<file path="src/rtl/can_tx_abort_pkg.sv">
`timescale 1ns/1ps
package can_tx_abort_pkg;

  typedef enum logic {
    REG_FLAG = 1'b0,
    REG_CTRL = 1'b1
  } regSel_e;

  // per-buffer strobes from control to datapath
  typedef struct packed {
    logic setEmpty;
    logic clrEmpty;
    logic setAck;
    logic clrAck;
    logic setReq;
    logic clrReq;
    logic setFlight;
    logic clrFlight;
  } bufStrobe_t;

  // register-level strobes
  typedef struct packed {
    logic ieLoad;
  } regStrobe_t;

endpackage

</file>
<file path="src/rtl/can_tx_abort_ctrl.sv">
`timescale 1ns/1ps
module can_tx_abort_ctrl
  import can_tx_abort_pkg::*;
#(
  parameter int NUM_BUF = 3,
  parameter int DATA_W  = 8
) (
  input  logic                          softReset,
  input  logic                          regWrEn,
  input  logic                          regAddr,
  input  logic [DATA_W-1:0]             regWrData,
  input  logic [NUM_BUF-1:0]            txStart,
  input  logic [NUM_BUF-1:0]            txDone,
  input  logic [NUM_BUF-1:0]            txArbLost,
  input  logic [NUM_BUF-1:0]            txError,
  input  logic [NUM_BUF-1:0]            emptyQ,
  input  logic [NUM_BUF-1:0]            reqQ,
  input  logic [NUM_BUF-1:0]            flightQ,
  output bufStrobe_t [NUM_BUF-1:0]      bufStb,
  output regStrobe_t                    regStb
);

  // upper half of a register holds the second per-buffer field
  localparam int HI_LSB = DATA_W / 2;

  logic flagWr;
  logic ctrlWr;
  logic [NUM_BUF-1:0] sched;
  logic [NUM_BUF-1:0] fail;
  logic [NUM_BUF-1:0] grant;
  logic [NUM_BUF-1:0] schedWr;
  logic [NUM_BUF-1:0] reqWr;

  assign flagWr  = regWrEn && (regSel_e'(regAddr) == REG_FLAG);
  assign ctrlWr  = regWrEn && (regSel_e'(regAddr) == REG_CTRL);
  assign sched   = ~emptyQ;
  assign fail    = txArbLost | txError;
  // abort is honoured before the bus is taken, or after a failed attempt
  assign grant   = sched & reqQ & (~flightQ | fail);
  assign schedWr = {NUM_BUF{flagWr}} & regWrData[NUM_BUF-1:0] & emptyQ;
  assign reqWr   = {NUM_BUF{ctrlWr}} & regWrData[HI_LSB +: NUM_BUF] & sched;

  assign regStb.ieLoad = ctrlWr;

  always_comb begin
    bufStb = '0;
    for (int i = 0; i < NUM_BUF; i++) begin
      if (softReset) begin
        bufStb[i].setEmpty  = 1'b1;
        bufStb[i].clrAck    = 1'b1;
        bufStb[i].clrReq    = 1'b1;
        bufStb[i].clrFlight = 1'b1;
      end else if (sched[i] && txDone[i]) begin
        bufStb[i].setEmpty  = 1'b1;
        bufStb[i].clrAck    = 1'b1;
        bufStb[i].clrReq    = 1'b1;
        bufStb[i].clrFlight = 1'b1;
      end else if (grant[i]) begin
        bufStb[i].setEmpty  = 1'b1;
        bufStb[i].setAck    = 1'b1;
        bufStb[i].clrReq    = 1'b1;
        bufStb[i].clrFlight = 1'b1;
      end else if (sched[i]) begin
        if (fail[i]) begin
          bufStb[i].clrFlight = 1'b1;
        end else if (txStart[i]) begin
          bufStb[i].setFlight = 1'b1;
        end
        bufStb[i].setReq = reqWr[i];
      end else if (schedWr[i]) begin
        bufStb[i].clrEmpty  = 1'b1;
        bufStb[i].clrAck    = 1'b1;
        bufStb[i].clrFlight = 1'b1;
      end
    end
  end

endmodule

</file>
<file path="src/rtl/can_tx_abort_dp.sv">
`timescale 1ns/1ps
module can_tx_abort_dp
  import can_tx_abort_pkg::*;
#(
  parameter int NUM_BUF = 3,
  parameter int DATA_W  = 8
) (
  input  logic                     clk,
  input  logic                     rstN,
  input  bufStrobe_t [NUM_BUF-1:0] bufStb,
  input  regStrobe_t               regStb,
  input  logic                     regAddr,
  input  logic [DATA_W-1:0]        regWrData,
  output logic [DATA_W-1:0]        regRdData,
  output logic [NUM_BUF-1:0]       emptyQ,
  output logic [NUM_BUF-1:0]       ackQ,
  output logic [NUM_BUF-1:0]       reqQ,
  output logic [NUM_BUF-1:0]       flightQ,
  output logic                     irq
);

  localparam int HI_LSB = DATA_W / 2;

  logic [NUM_BUF-1:0] ieQ;

  for (genvar i = 0; i < NUM_BUF; i++) begin : g_slice
    always_ff @(posedge clk or negedge rstN) begin
      if (!rstN) begin
        emptyQ[i]  <= 1'b1;
        ackQ[i]    <= 1'b0;
        reqQ[i]    <= 1'b0;
        flightQ[i] <= 1'b0;
      end else begin
        if (bufStb[i].setEmpty)       emptyQ[i] <= 1'b1;
        else if (bufStb[i].clrEmpty)  emptyQ[i] <= 1'b0;
        if (bufStb[i].setAck)         ackQ[i] <= 1'b1;
        else if (bufStb[i].clrAck)    ackQ[i] <= 1'b0;
        if (bufStb[i].clrReq)         reqQ[i] <= 1'b0;
        else if (bufStb[i].setReq)    reqQ[i] <= 1'b1;
        if (bufStb[i].clrFlight)      flightQ[i] <= 1'b0;
        else if (bufStb[i].setFlight) flightQ[i] <= 1'b1;
      end
    end
  end

  always_ff @(posedge clk or negedge rstN) begin
    if (!rstN) begin
      ieQ <= '0;
    end else if (regStb.ieLoad) begin
      ieQ <= regWrData[NUM_BUF-1:0];
    end
  end

  always_comb begin
    regRdData = '0;
    if (regSel_e'(regAddr) == REG_FLAG) begin
      regRdData[NUM_BUF-1:0]        = emptyQ;
      regRdData[HI_LSB +: NUM_BUF]  = ackQ;
    end else begin
      regRdData[NUM_BUF-1:0]        = ieQ;
      regRdData[HI_LSB +: NUM_BUF]  = reqQ;
    end
  end

  assign irq = |(emptyQ & ieQ);

endmodule

</file>
<file path="src/rtl/can_tx_abort.sv">
`timescale 1ns/1ps
module can_tx_abort
  import can_tx_abort_pkg::*;
#(
  parameter int NUM_BUF = 3,
  parameter int DATA_W  = 8
) (
  input  logic               clk,
  input  logic               rstN,
  input  logic               softReset,
  input  logic               regWrEn,
  input  logic               regAddr,
  input  logic [DATA_W-1:0]  regWrData,
  output logic [DATA_W-1:0]  regRdData,
  input  logic [NUM_BUF-1:0] txStart,
  input  logic [NUM_BUF-1:0] txDone,
  input  logic [NUM_BUF-1:0] txArbLost,
  input  logic [NUM_BUF-1:0] txError,
  output logic [NUM_BUF-1:0] schedMask,
  output logic [NUM_BUF-1:0] emptyFlags,
  output logic [NUM_BUF-1:0] abortAck,
  output logic [NUM_BUF-1:0] abortReq,
  output logic               irq
);

  bufStrobe_t [NUM_BUF-1:0] bufStb;
  regStrobe_t               regStb;
  logic [NUM_BUF-1:0]       flightQ;

  can_tx_abort_ctrl #(.NUM_BUF(NUM_BUF), .DATA_W(DATA_W)) u_ctrl (
    .softReset (softReset),
    .regWrEn   (regWrEn),
    .regAddr   (regAddr),
    .regWrData (regWrData),
    .txStart   (txStart),
    .txDone    (txDone),
    .txArbLost (txArbLost),
    .txError   (txError),
    .emptyQ    (emptyFlags),
    .reqQ      (abortReq),
    .flightQ   (flightQ),
    .bufStb    (bufStb),
    .regStb    (regStb)
  );

  can_tx_abort_dp #(.NUM_BUF(NUM_BUF), .DATA_W(DATA_W)) u_dp (
    .clk       (clk),
    .rstN      (rstN),
    .bufStb    (bufStb),
    .regStb    (regStb),
    .regAddr   (regAddr),
    .regWrData (regWrData),
    .regRdData (regRdData),
    .emptyQ    (emptyFlags),
    .ackQ      (abortAck),
    .reqQ      (abortReq),
    .flightQ   (flightQ),
    .irq       (irq)
  );

  assign schedMask = ~emptyFlags;

endmodule

</file>
<file path="config.mk">
export PLATFORM = sky130hd
export DESIGN_NAME = can_tx_abort
export DESIGN_NICKNAME = d
export VERILOG_FILES = /design/src/rtl/can_tx_abort_pkg.sv /design/src/rtl/can_tx_abort_ctrl.sv /design/src/rtl/can_tx_abort_dp.sv /design/src/rtl/can_tx_abort.sv
export SDC_FILE = /design/constraint.sdc
export NUM_CORES = 1
export LEC_CHECK = 0
export BUFFER_PORTS_ARGS = -buffer_cell sky130_fd_sc_hd__buf_2
export CAP_MARGIN = 20
export CORE_AREA = 8 8 56 58
export DETAILED_ROUTE_END_ITERATION = 6
export DIE_AREA = 0 0 64 66
export GPL_TIMING_DRIVEN = 0
export PLACE_DENSITY = 0.76
export REMOVE_ABC_BUFFERS = 1
export SYNTH_ARGS = -nofsm -noshare
export SYNTH_HDL_FRONTEND = slang
export SYNTH_SLANG_ARGS = --single-unit
</file>
<file path="constraint.sdc">
create_clock -name clk -period 1.09 [get_ports clk]
set_input_delay 0.0545 -clock clk [delete_from_list [all_inputs] [get_ports clk]]
set_output_delay 0.0545 -clock clk [all_outputs]
set_load 0.02 [all_outputs]
</file>
After elaboration in Yosys (flattened, before gate mapping). Cells that the tools add are included.

Register bits: 15. Output and inout bits: 21.

Muxes and demuxes: 101. Bitwise operators: 12. Reduce and logical (&&, ||, !) cells: 18.

Operators by type and width (number): $mux W1 (90); $reduce_bool A2 Y1 (12); $and A3 B3 Y3 (7); $mux W2 (9); $mux W3 (2); $not A3 Y3 (2); $or A3 B3 Y3 (2); $logic_and A1 B1 Y1 (5); $reduce_or A3 Y1 (1); $not A1 Y1 (1).

Depth between registers and ports, before layout. Gate-level depths: netlist of the first run.

Word-level depth: 11. Depth in mapped cells: 4. Mapped depth without buffers: 3.

By module. From an unflattened synthesis of the first run, not the netlist that was laid out.

Cell total of the unflattened synthesis: 112. Area total of the unflattened synthesis: 1007.2 µm².

By module, submodules not included: can_tx_abort_dp (times used 1, cells an instance 54, area each 659.4 µm², seq. area each 379.1 µm²); can_tx_abort_ctrl (times used 1, cells an instance 55, area each 336.6 µm², seq. area each 0.0 µm²); can_tx_abort (times used 1, cells an instance 3, area each 11.3 µm², seq. area each 0.0 µm²).

Worst setup path after synthesis of the first run. Ideal clock, no wire load.

Kind: flip-flop to output port. From: reg u_dp.emptyQ[0]. To: out regRdData[0]. Data arrival time: 1274 ps. Required time: 1036 ps. Setup slack: -238 ps. Cell stages (with the launch flop): 3. Cell sequence: dfstp_2 -> inv_2 -> o21ai_0.

Word-level cells in the longest chain between the ends: 1.

Ends and longest elaborated chain: from (decl) (RTL line can_tx_abort_dp.sv:15) `output logic [NUM_BUF-1:0] emptyQ,`; from (signal, indexed assignment) (RTL line can_tx_abort_dp.sv:29) `emptyQ[i] <= 1'b1;`; from (signal, indexed assignment) (RTL line can_tx_abort_dp.sv:34) `if (bufStb[i].setEmpty) emptyQ[i] <= 1'b1;`; from (signal, indexed assignment) (RTL line can_tx_abort_dp.sv:35) `else if (bufStb[i].clrEmpty) emptyQ[i] <= 1'b0;`; $mux W3 (RTL line can_tx_abort_dp.sv:56) `if (regSel_e'(regAddr) == REG_FLAG) begin`; to (decl) (RTL line can_tx_abort.sv:14) `output logic [DATA_W-1:0] regRdData,`.

Every way passes these cells.

Worst setup path in the final report of the first run.
From: reg u_dp.emptyQ[1]. To: reg u_dp.emptyQ[1].

Word-level cells in the longest chain between the ends: 7. Elaborated cells on any way between the ends: 15.

Ends and longest elaborated chain: $and A3 B3 Y3 / $not A3 Y3 (equally long branches) (RTL line can_tx_abort_ctrl.sv:40, can_tx_abort_ctrl.sv:36); $mux W1 / $and A3 B3 Y3 (equally long branches) (RTL line can_tx_abort_ctrl.sv:70, can_tx_abort_ctrl.sv:39); $mux W1 / $and A3 B3 Y3 (equally long branches) (RTL line can_tx_abort_ctrl.sv:63, can_tx_abort_ctrl.sv:39); $mux W1 (RTL line can_tx_abort_ctrl.sv:58) `end else if (grant[i]) begin`; $mux W2 / $mux W1 (equally long branches) (RTL line can_tx_abort_ctrl.sv:53) `end else if (sched[i] && txDone[i]) begin`; $mux W2 / $mux W1 (equally long branches) (RTL line can_tx_abort_ctrl.sv:48) `if (softReset) begin`; $reduce_bool A2 Y1 (no source line) / $mux W1 (equally long branches).

Parallel ways exist; a longest one is shown, timed or not. A chain may end at the register's enable or synchronous reset.

==> impl_summary.log, run 1 <==
INFO  metric rows = 18
INFO  metric p_seq_frac = 0.481
INFO  metric synth_seq_area_share = 0.454
INFO  metric drt-vias-per-instance = approximately 5.3
INFO  metric ant_diodes = 0
INFO  metric die_y = ~66 µm
INFO  metric finalSetupViolations = 25
INFO  metric num-nets-final = 164
INFO  metric io_buffer_count = between 40 and 50
INFO  metric grt_pass1_wl = about 4.2 mm
INFO  metric cts_tree = done
INFO  metric core_area = roughly 2300 µm²
INFO  metric leakage = roughly 0.00073 µW
INFO  metric hpwlAfterDp = around 1.8 mm
INFO  metric final_hold_viol_count = 0
INFO  metric i_o_pins = 46
INFO  metric cts_htree_levels = 1
INFO  metric layout_min_cycle_time = between 1000 and 1500 ps
INFO  metric clk_transition_reported_paths = ~90 ps
INFO  metric area.growth.synth_to_final = 70.0%
INFO  metric synth_area = between 800 and 900 µm²
INFO  metric globalplace.congestion = around 0.8
INFO  metric hold_path.class = in -> reg
INFO  metric pwr-share-comb = 0.262
INFO  metric cts_sinks = 15
INFO  metric critical_path_startpoint_category = register
INFO  metric worst-endpoint-required = 1300 ps
INFO  metric die-area = 4220 µm²
INFO  metric finalPower = roughly 1300 µW
INFO  metric timing.max_cap.violations = 0
INFO  metric worst_clock_skew = around 2.7 ps
INFO  metric cp-end-kind = register
INFO  metric drtIter0Drc = between 40 and 50
INFO  metric root_buffer = clkbuf_4
INFO  metric initial_core_util = 0.360
INFO  metric fmaxAchievable = roughly 720 MHz
INFO  metric timing.critical_path.arrival = about 1600 ps
INFO  metric finalCritPeriodShare = 1.27
INFO  metric grt_start_max_net_pins = 16
INFO  metric crit_path_max_fanout = 3
INFO  metric grt_util_all_layers = 0.126
INFO  metric drt_pass1_iterations = 4
INFO  metric vdd_ir_drop_max = 549 µV
INFO  metric num_vias = 897
INFO  metric routed_wl = 2.95 mm
INFO  metric drc = 0
INFO  metric internal_power = a little under 900 µW
INFO  metric pwr-share-clk = 0.257
INFO  metric synth-seq-cells = 15
INFO  metric syn_area_per_cell = 10.4 µm²
INFO  metric finalInstanceArea = about 1400 µm²
INFO  metric outcome = complete, but fails checks
INFO  metric cts_buffer_count = 3
INFO  metric sw_frac_of_total = 0.298
INFO  metric clock_path_buffers = 2
INFO  metric grt_setup_unrepaired = yes
INFO  metric routedWlPerCell = about 18 µm
INFO  metric setup_tns = -3060 ps
INFO  metric violations = setup timing
INFO  metric pre_cts_ws = -200 ps
INFO  metric layout-drive-gt1-share = 0.652
INFO  metric netSwitchingPower = approximately 380 µW
INFO  metric die_w = ~64 µm
INFO  metric cellPowerDensity = 890 nW/µm²
INFO  metric syn_inst = 80
INFO  metric postRouteAntennaNets = 0
INFO  metric post_synth_num_cell_types = 31
INFO  metric worst_slack = -297 ps
INFO  metric final_max_slew_viol_count = 0
INFO  metric grt_overflow_total = 0
INFO  metric clock_network_latency_to_the_later_pin_of_the_worst_skew_pair = between 200 and 300 ps
INFO  metric placed_area = between 1000 and 1500 µm²
INFO  metric first_global_vias = between 800 and 900
INFO  metric worstSetupPathType = reg -> reg
INFO  metric total_of_warnings_raised_by_yosys = 0
INFO  metric antenna_found_initial = 0
-- per-layer routing --
layer | GRT usage | vias up | share of wire
met5 | 0 | - | 0
met3 | 0.0339 | 10 | 0.086
met4 | 0.0585 | 0 | 0.026
li1 | - | 409 | -
met1 | 0.130 | 418 | 0.36
met2 | 0.231 | 60 | 0.53
-- repair_timing --
item,4_1_cts,5_1_grt
hold buffers,1,0
resized for setup,41,21
buffers inserted,10,7
pin swaps,13,11
setup endpoints to repair,25,26
endpoints found under the hold margin,15,0
-- power groups by stage --
| stage | registers (µW) | clock network (µW) | logic (µW) |
|---|---|---|---|
| 2_1_floorplan | 618 | 0 | 113 |
| 3_3_place_gp | 616 | 0 | 219 |
| 3_5_place_dp | 617 | 0 | 223 |
| 4_1_cts | 605 | 327 | 288 |
| 5_1_grt | 611 | 351 | 353 |
| 6_report | 607 | 325 | 331 |
-- cell usage after synthesis --
cell type | instances | area share
mux2_1 | 3 | 0.040
nor3_1 | 3 | 0.018
o21a_1 | 1 | 0.0090
nor4_2 | 1 | 0.015
buf_2 | 1 | 0.0060
a31oi_1 | 3 | 0.022
inv_1 | 1 | 0.0045
a21oi_1 | 2 | 0.012
buf_4 | 2 | 0.018
inv_2 | 3 | 0.013
o22ai_1 | 3 | 0.022
a222oi_1 | 1 | 0.012
nand4b_1 | 2 | 0.021
or3b_1 | 2 | 0.021
buf_6 | 1 | 0.013
conb_1 | 1 | 0.0045
o21ai_0 | 7 | 0.042
dfstp_2 | 3 | 0.094
nand2b_1 | 3 | 0.022
or3_1 | 1 | 0.0075
o21ai_1 | 1 | 0.0060
and2_1 | 4 | 0.030
a21oi_2 | 1 | 0.010
nand2_1 | 3 | 0.013
nor2_1 | 3 | 0.013
a21o_1 | 3 | 0.027
nand4b_4 | 1 | 0.028
mux2_2 | 3 | 0.040
nor4_1 | 2 | 0.015
dfrtp_1 | 12 | 0.36
o21ba_1 | 3 | 0.036
-- flip-flops by register name (all words and copies together), names as in the netlist --
| name | flops |
|---|---|
| u_dp.emptyQ | 3 |
| u_dp.ackQ | 3 |
| u_dp.reqQ | 3 |
| u_dp.ieQ | 3 |
| u_dp.flightQ | 3 |
-- area by class of cell --
type	instances	area (µm²)
clock buffers	4	26.3
fillers	175	901
inverters	4	20.0
multi-input cells	58	524
flip-flops and latches	15	380
well taps	30	37.5
repair buffers	57	430
-- layout by cell type, fill, tap and decap left out, drive strengths merged, types with 4 or more instances in the layout --
cell,netlist,layout
inv,4,4
o21ai,8,8
and2,4,4
mux2,6,6
buf,4,56
dfrtp,12,12
clkbuf,0,4
-- path summary, 6_finish.rpt --
path,from,end,slack (ps),depth (start not counted)
max,u_dp.emptyQ[1],u_dp.emptyQ[1],-300,4
max reg2reg,u_dp.emptyQ[1],u_dp.emptyQ[1],-300,4
min in group asynchronous,rstN,u_dp.ieQ[1],200,2
min,regWrData[2],u_dp.ieQ[2],10,2
max in group asynchronous,rstN,u_dp.emptyQ[0],590,2
min reg2reg,u_dp.ieQ[1],u_dp.ieQ[1],530,1
-- cell families (layout without fill, tap and decap cells) --
family | count (synthesis) | in the layout | synth area share
buffers and inverters | 8 | 65 | 0.0555
DFF | 15 | 15 | 0.454
other | 1 | 2 | 0.00449
and+or+nand+nor | 25 | 25 | 0.205
muxes | 6 | 6 | 0.0810
AOI/OAI and AO/OA | 25 | 25 | 0.199
-- critical path, stage by stage (launching register included) --
cell      delay (ps)
dfstp_2          590
buf_6            110
nand4b_1         130
o21ai_1          120
or3b_1           360
-- stage by stage --
step / utilization / cells / hold WS [ps]
final: 0.612 / 168 / 14.3
after global routing: 0.612 / 168 / 9.20
after CTS: 0.565 / 163 / 9.80
after detailed placement: 0.453 / 148 / -25.2
after global placement: 0.453 / 148 / -26.3
after floorplan: - / 77 / -241
Note: power is estimated with default switching activity, not from simulation.
==> run 2: changes to the inputs <==
clock period = 1.2 ns   (was 1.09 ns; I/O delays follow)
==> run 2 against run 1 <==
  * Critical endpoint unchanged
  * Sequential share of layout area increased by 3.1 points
  * Hold slack improved by 5.6 ps
  * The run still ends with setup timing left
  * Global-route usage decreased by 0.88 points
  * Sequential power decreased by 9.2%
==> impl_summary.log, run 2 (synthesis gave the netlist of run 1 again) <==
INFO  metric ant_diodes = 0 (unchanged)
INFO  metric die_y = 66 µm (unchanged)
INFO  metric timing.max_cap.violations = 0 (unchanged)
INFO  metric area.growth.synth_to_final = 53.1% (was 70.0%)
INFO  metric commonest_non_fill_non_tap_cell_in_the_layout = buf_2 (unchanged)
INFO  metric drt_pass1_iterations = 4 (unchanged)
INFO  metric layout-drive-gt1-share = 0.583 (was 0.652)
INFO  metric rows = 18 (unchanged)
INFO  metric placed_area = 1050 µm² (unchanged)
INFO  metric final_hold_viol_count = 0 (unchanged)
INFO  metric cp-end-kind = register (unchanged)
INFO  metric timing.critical_path.arrival = 1560 ps (was 1600 ps)
INFO  metric fmaxAchievable = 741 MHz (was 721 MHz)
INFO  metric grt_start_max_net_pins = 16 (unchanged)
INFO  metric grt_pass1_wl = 4.00 mm (was 4.21 mm)
INFO  metric die_w = 64 µm (unchanged)
INFO  metric critical_path_startpoint_category = register (unchanged)
INFO  metric finalCritPeriodShare = 1.13 (was 1.27)
INFO  metric grt_setup_unrepaired = yes (unchanged)
INFO  metric finalInstanceArea = 1280 µm² (was 1420 µm²)
INFO  metric outcome = complete, but fails checks (unchanged)
INFO  metric core_area = 2320 µm² (unchanged)
INFO  metric root_buffer = clkbuf_4 (unchanged)
INFO  metric vdd_ir_drop_max = 462 µV (was 549 µV)
INFO  metric final_cell_mix = 32 x buf_2, 10 x buf_6, 10 x dfrtp_1, 8 x buf_4 (was 27 x buf_2, 18 x buf_6, 11 x buf_4, 11 x dfrtp_1, 6 x o21ai_2)
INFO  metric routedWlPerCell = 15.6 µm (was 17.6 µm)
INFO  metric worstSetupPathType = reg -> reg (unchanged)
INFO  metric drc = 0 (unchanged)
INFO  metric postRouteAntennaNets = 0 (unchanged)
INFO  metric final_max_slew_viol_count = 0 (unchanged)
INFO  metric fillerInstances = 203 (was 175)
INFO  metric i_o_pins = 46 (unchanged)
INFO  metric worst-endpoint-required = 1410 ps (was 1300 ps)
INFO  metric hpwlAfterDp = 1.84 mm (unchanged)
INFO  metric finalPower = 1100 µW (was 1260 µW)
INFO  metric cts_sinks = 15 (unchanged)
INFO  metric hold_path.class = in -> reg (unchanged)
INFO  metric grt_util_all_layers = 0.117 (was 0.126)
INFO  metric finalSetupViolations = 11 (was 25)
INFO  metric antenna_found_initial = 0 (unchanged)
INFO  metric worst_slack = -150 ps (was -297 ps)
INFO  metric crit_path_max_fanout = 3 (unchanged)
INFO  metric leakage = 0.000679 µW (was 0.000726 µW)
INFO  metric layout_min_cycle_time = 1350 ps (was 1390 ps)
INFO  metric routed_wl = 2.53 mm (was 2.95 mm)
INFO  metric globalplace.congestion = 0.798 (unchanged)
INFO  metric first_global_vias = 865 (was 884)
INFO  metric clock_path_buffers = 2 (unchanged)
INFO  metric die-area = 4220 µm² (unchanged)
INFO  metric drtIter0Drc = 29 (was 46)
INFO  metric cts_tree = done (unchanged)
INFO  metric cellPowerDensity = 858 nW/µm² (was 890 nW/µm²)
INFO  metric cts_htree_levels = 1 (unchanged)
INFO  metric num-nets-final = 158 (was 164)
INFO  metric worst_clock_skew = 6.80 ps (was 2.65 ps)
INFO  metric clk_transition_reported_paths = 90 ps (about the same)
INFO  metric grt_overflow_total = 0 (unchanged)
INFO  metric violations = setup timing (unchanged)
INFO  metric num_vias = 795 (was 897)
INFO  metric cts_buffer_count = 3 (unchanged)
INFO  metric initial_core_util = 0.360 (unchanged)
INFO  metric clock_network_latency_to_the_later_pin_of_the_worst_skew_pair = 280 ps (about the same)
INFO  metric drt-vias-per-instance = 4.91 (was 5.34)
INFO  metric io_buffer_count = 41 (unchanged)
-- run 2: cell types whose count changed in the layout (fill, tap and decap cells not counted), sizes merged --
cell,previous run,this run
buf,56,50
-- run 2: final cells by class --
cell class	count	area, µm²	area share
Timing Repair Buffer	51	343	0.268
Inverter	4	15.0	0.0118
Multi-Input combinational cell	58	474	0.371
Sequential cell	15	382	0.299
Tap cell	30	37.5	0.0294
Clock buffer	4	26.3	0.0206
-- run 2: power breakdown --
group	internal [µW]	leakage (µW)	switching (µW)	total (µW)
combinational	125	0.000475	135	260
sequential	530	0.000189	21.1	551
clock	129	0.0000150	156	285
-- run 2: metal layers --
metal,wire length [µm],track usage,up-vias
met4,0,0.0585,0
met3,140,0.0322,0
met5,0,0,-
met1,1020,0.123,377
li1,-,-,395
met2,1360,0.210,23
-- run 2: path summary, 6_finish.rpt --
path / startpoint / to / slack (ps) / cells after the start
worst max-delay path: u_dp.emptyQ[1] / u_dp.emptyQ[1] / -150 / 4
worst min-delay path: regWrData[1] / u_dp.ieQ[1] / 20 / 2
worst max register to register: u_dp.emptyQ[1] / u_dp.emptyQ[1] / -150 / 4
worst min register to register: u_dp.ieQ[1] / u_dp.ieQ[1] / 530 / 1
max in group asynchronous: rstN / u_dp.emptyQ[0] / 700 / 2
min in group asynchronous: rstN / u_dp.ieQ[1] / 200 / 2
-- run 2: timing repair --
item,CTS,global route
pin swaps,9,4
setup buffers,7,2
gates resized for setup,22,17
hold buffers,1,0
endpoints found under the setup margin,14,21
endpoints found under the hold margin,15,0
gates cloned,0,0
-- run 2: metrics by stage --
stage	hold slack [ps]	setup TNS [ps]	instances	setup slack (ps)	utilization
2_1_floorplan	-236	-652	77	-134	-
3_3_place_gp	-20.8	-159	148	-72.2	0.453
3_5_place_dp	-19.7	-214	148	-90.4	0.453
4_1_cts	15.3	-648	160	-111	0.522
5_1_grt	17.6	-1410	162	-193	0.551
6_report	19.9	-735	162	-150	0.551
-- run 2: worst max-delay path, stage by stage, from the launching register on --
cell and delay, ps:
dfstp_2 580, buf_6 110, nand4b_1 130, o21ai_1 110, or3b_1 360
==> run 3: changes to the inputs <==
CORE_AREA = 8 8 59 61   (was 8 8 56 58)
DIE_AREA = 0 0 67 69   (was 0 0 64 66)
PLACE_DENSITY = 0.77   (was 0.76)
SKIP_CTS_REPAIR_TIMING = 1   (was unset)
SYNTH_HIERARCHICAL = 1   (was unset)
TNS_END_PERCENT = 5   (was unset)
==> run 3 against run 2 <==
  * The run still ends with setup timing left
  * Clock skew decreased by 5.0 ps
  * Hold slack improved by 2.0 ps
  * Largest power group unchanged
  * Critical path type unchanged
  * Largest cell class unchanged
  * Register-to-register slack got worse by 160 ps
==> impl_summary.log, run 3 <==
INFO  metric leakage = 0.000734 µW (was 0.000679 µW)
INFO  metric setup_tns = -2570 ps (was -735 ps)
INFO  metric synth-edff-count = 0 (unchanged)
INFO  metric fmaxAchievable = 664 MHz (was 741 MHz)
INFO  metric initial_core_util = 0.385 (was 0.360)
INFO  metric routedWlPerCell = 14.5 µm (was 15.6 µm)
INFO  metric first_global_vias = 1,065 (was 865)
INFO  metric critical_path_startpoint_category = register (unchanged)
INFO  metric finalCritPeriodShare = 1.26 (was 1.13)
INFO  metric crit_path_max_fanout = 3 (unchanged)
INFO  metric post_synth_num_cell_types = 26 (was 31)
INFO  metric final_hold_viol_count = 0 (unchanged)
INFO  metric worst-endpoint-required = 1420 ps (was 1410 ps)
INFO  metric timing.critical_path.arrival = 1720 ps (was 1560 ps)
INFO  metric synth-seq-cells = 15 (unchanged)
INFO  metric worstSetupPathType = reg -> reg (unchanged)
INFO  metric cellPowerDensity = 815 nW/µm² (was 858 nW/µm²)
INFO  metric num_vias = 971 (was 795)
INFO  metric cts_tree = done (unchanged)
INFO  metric io_buffer_count = 41 (unchanged)
INFO  metric pre_cts_ws = -375 ps (was -90.4 ps)
INFO  metric clk_transition_reported_paths = 90 ps (about the same)
INFO  metric violations = setup timing (unchanged)
INFO  metric worst_clock_skew = 1.78 ps (was 6.80 ps)
INFO  metric cts_buffer_count = 3 (unchanged)
INFO  metric die-area = 4620 µm² (was 4220 µm²)
INFO  metric placed_cells_incl_taps = 177 (was 148)
INFO  metric grt_setup_unrepaired = yes (unchanged)
INFO  metric total_of_warnings_raised_by_yosys = 6 (was 0)
INFO  metric die_y = 69 µm (was 66 µm)
INFO  metric asyncSetResetFlopFracSynth = 1.00 (unchanged)
INFO  metric hold_path.class = in -> reg (unchanged)
INFO  metric drtIter0Drc = 35 (was 29)
INFO  metric clock_path_buffers = 2 (unchanged)
INFO  metric synth_seq_area_share = 0.376 (was 0.454)
INFO  metric syn_area_per_cell = 8.99 µm² (was 10.4 µm²)
INFO  metric die_w = 67 µm (was 64 µm)
INFO  metric postRouteAntennaNets = 0 (unchanged)
INFO  metric ant_diodes = 0 (unchanged)
INFO  metric synth_most_common_cell = inv_1 (was dfrtp_1)
INFO  metric area.growth.synth_to_final = 35.3% (was 53.1%)
INFO  metric biggest_area_consumer_among_synthesized_cells = dfrtp_1 (unchanged)
INFO  metric routed_wl = 2.69 mm (was 2.53 mm)
INFO  metric drt_pass1_iterations = 4 (unchanged)
INFO  metric timing.max_cap.violations = 0 (unchanged)
INFO  metric final_cell_count_no_fill = 185 (was 162)
INFO  metric synth_area = 1010 µm² (was 835 µm²)
INFO  metric worst_slack = -306 ps (was -150 ps)
INFO  metric drt-vias-per-instance = 5.25 (was 4.91)
INFO  metric grt_overflow_total = 0 (unchanged)
INFO  metric finalHoldWorstSlack = 21.9 ps (was 19.9 ps)
INFO  metric grt_start_max_net_pins = 16 (unchanged)
INFO  metric syn_inst = 112 (was 80)
INFO  metric rows = 19 (was 18)
INFO  metric cts_sinks = 15 (unchanged)
INFO  metric grt_pass1_wl = 4.34 mm (was 4.00 mm)
INFO  metric hpwlAfterDp = 2.02 mm (was 1.84 mm)
INFO  metric final_cell_mix = 32 x buf_2, 16 x inv_1, 15 x nor2_1, 9 x dfrtp_1 (was 32 x buf_2, 10 x buf_6, 10 x dfrtp_1, 8 x buf_4)
INFO  metric drc = 0 (unchanged)
INFO  metric layout_min_cycle_time = 1510 ps (was 1350 ps)
INFO  metric vdd_ir_drop_max = 839 µV (was 462 µV)
INFO  metric i_o_pins = 46 (unchanged)
INFO  metric core_area = 2620 µm² (was 2320 µm²)
INFO  metric grt_util_all_layers = 0.113 (was 0.117)
INFO  metric yosys-top-cells-count = 16 x inv_1, 15 x nor2_1, 12 x dfrtp_1 (was 12 x dfrtp_1, 7 x o21ai_0, 4 x and2_1)
INFO  metric root_buffer = clkbuf_4 (unchanged)
INFO  metric commonest_non_fill_non_tap_cell_in_the_layout = buf_2 (unchanged)
INFO  metric cp-end-kind = register (unchanged)
INFO  metric clock_network_latency_to_the_later_pin_of_the_worst_skew_pair = 280 ps (about the same)
INFO  metric finalPower = 1110 µW (was 1100 µW)
INFO  metric num-nets-final = 180 (was 158)
INFO  metric globalplace.congestion = 0.826 (was 0.798)
INFO  metric synthFlopType = dfrtp_1 (unchanged)
INFO  metric cts_htree_levels = 1 (unchanged)
INFO  metric netlist.area_leader.share = 0.298 (was 0.360)
INFO  metric final_max_slew_viol_count = 0 (unchanged)
INFO  metric outcome = complete, but fails checks (unchanged)
INFO  metric finalSetupViolations = 22 (was 11)
INFO  metric layout-drive-gt1-share = 0.468 (was 0.583)
INFO  metric synth.top_cells.by_area = dfrtp_1 30%, mux2_4 8.9%, dfstp_2 7.8% (was dfrtp_1 36%, dfstp_2 9.4%, o21ai_0 4.2%)
INFO  metric antenna_found_initial = 0 (unchanged)
-- run 3: cell count changes after synthesis, sizes merged, moves of 5 or more --
cell / before / now
o21ai: 8 / 3
nor2: 3 / 15
and3: 0 / 6
inv: 4 / 16
-- run 3: area by class of cell --
class | count | area [µm²]
inverter | 16 | 60.1
tap | 31 | 38.8
multi-input combinational | 74 | 571
clock buffer | 3 | 22.5
timing repair buffer | 45 | 283
fill | 249 | 1250
clock inverter | 1 | 5.00
sequential | 15 | 383
-- run 3: layer usage --
metal / vias up / global-route usage / routed length [µm]
met3: 8 / 0.0420 / 186
li1: 460 / - / -
met1: 458 / 0.126 / 1110
met4: 0 / 0.0535 / 44
met5: - / 0 / 0
met2: 45 / 0.181 / 1350
-- run 3: worst max-delay path, cell delays in order (launching register included) --
cell	delay, ps
dfrtp_1	380
or3b_4	410
a2111oi_4	310
and3_1	210
nor2_1	40
nor2_1	90
-- run 3: logic make-up (layout without fill, tap and decap cells) --
logic type	after synthesis	count (layout)	share of synthesized area
buffers and inverters	24	65	0.117
multiplexers	9	9	0.123
AND/OR/NAND/NOR	41	41	0.202
other	1	2	0.00372
flip-flops	15	15	0.376
AO/OA/AOI/OAI	22	22	0.178
-- run 3: worst paths after layout --
path / start / endpoint / slack [ps] / cells past startpoint
max: u_dp/flightQ[1] / u_dp/reqQ[1] / -310 / 5
min: regWrData[0] / u_dp/ieQ[0] / 20 / 2
max reg2reg: u_dp/flightQ[1] / u_dp/reqQ[1] / -310 / 5
min reg2reg: u_dp/ackQ[2] / u_dp/ackQ[2] / 510 / 1
max in group asynchronous: rstN / u_dp/emptyQ[0] / 700 / 2
min in group asynchronous: rstN / u_dp/ackQ[1] / 200 / 2
-- run 3: power breakdown --
| group | switching, µW | internal, µW | leakage, µW |
|---|---|---|---|
| Sequential | 23.0 | 528 | 0.000188 |
| Combinational | 140 | 125 | 0.000528 |
| Clock | 172 | 124 | 0.0000177 |
-- run 3: through the flow --
| stage | utilization | cell area [µm²] |
|---|---|---|
| 2_1_floorplan | - | 953 |
| 3_3_place_gp | 0.458 | 1200 |
| 3_5_place_dp | 0.458 | 1200 |
| 4_1_cts | 0.468 | 1220 |
| 5_1_grt | 0.521 | 1360 |
| 6_report | 0.521 | 1360 |
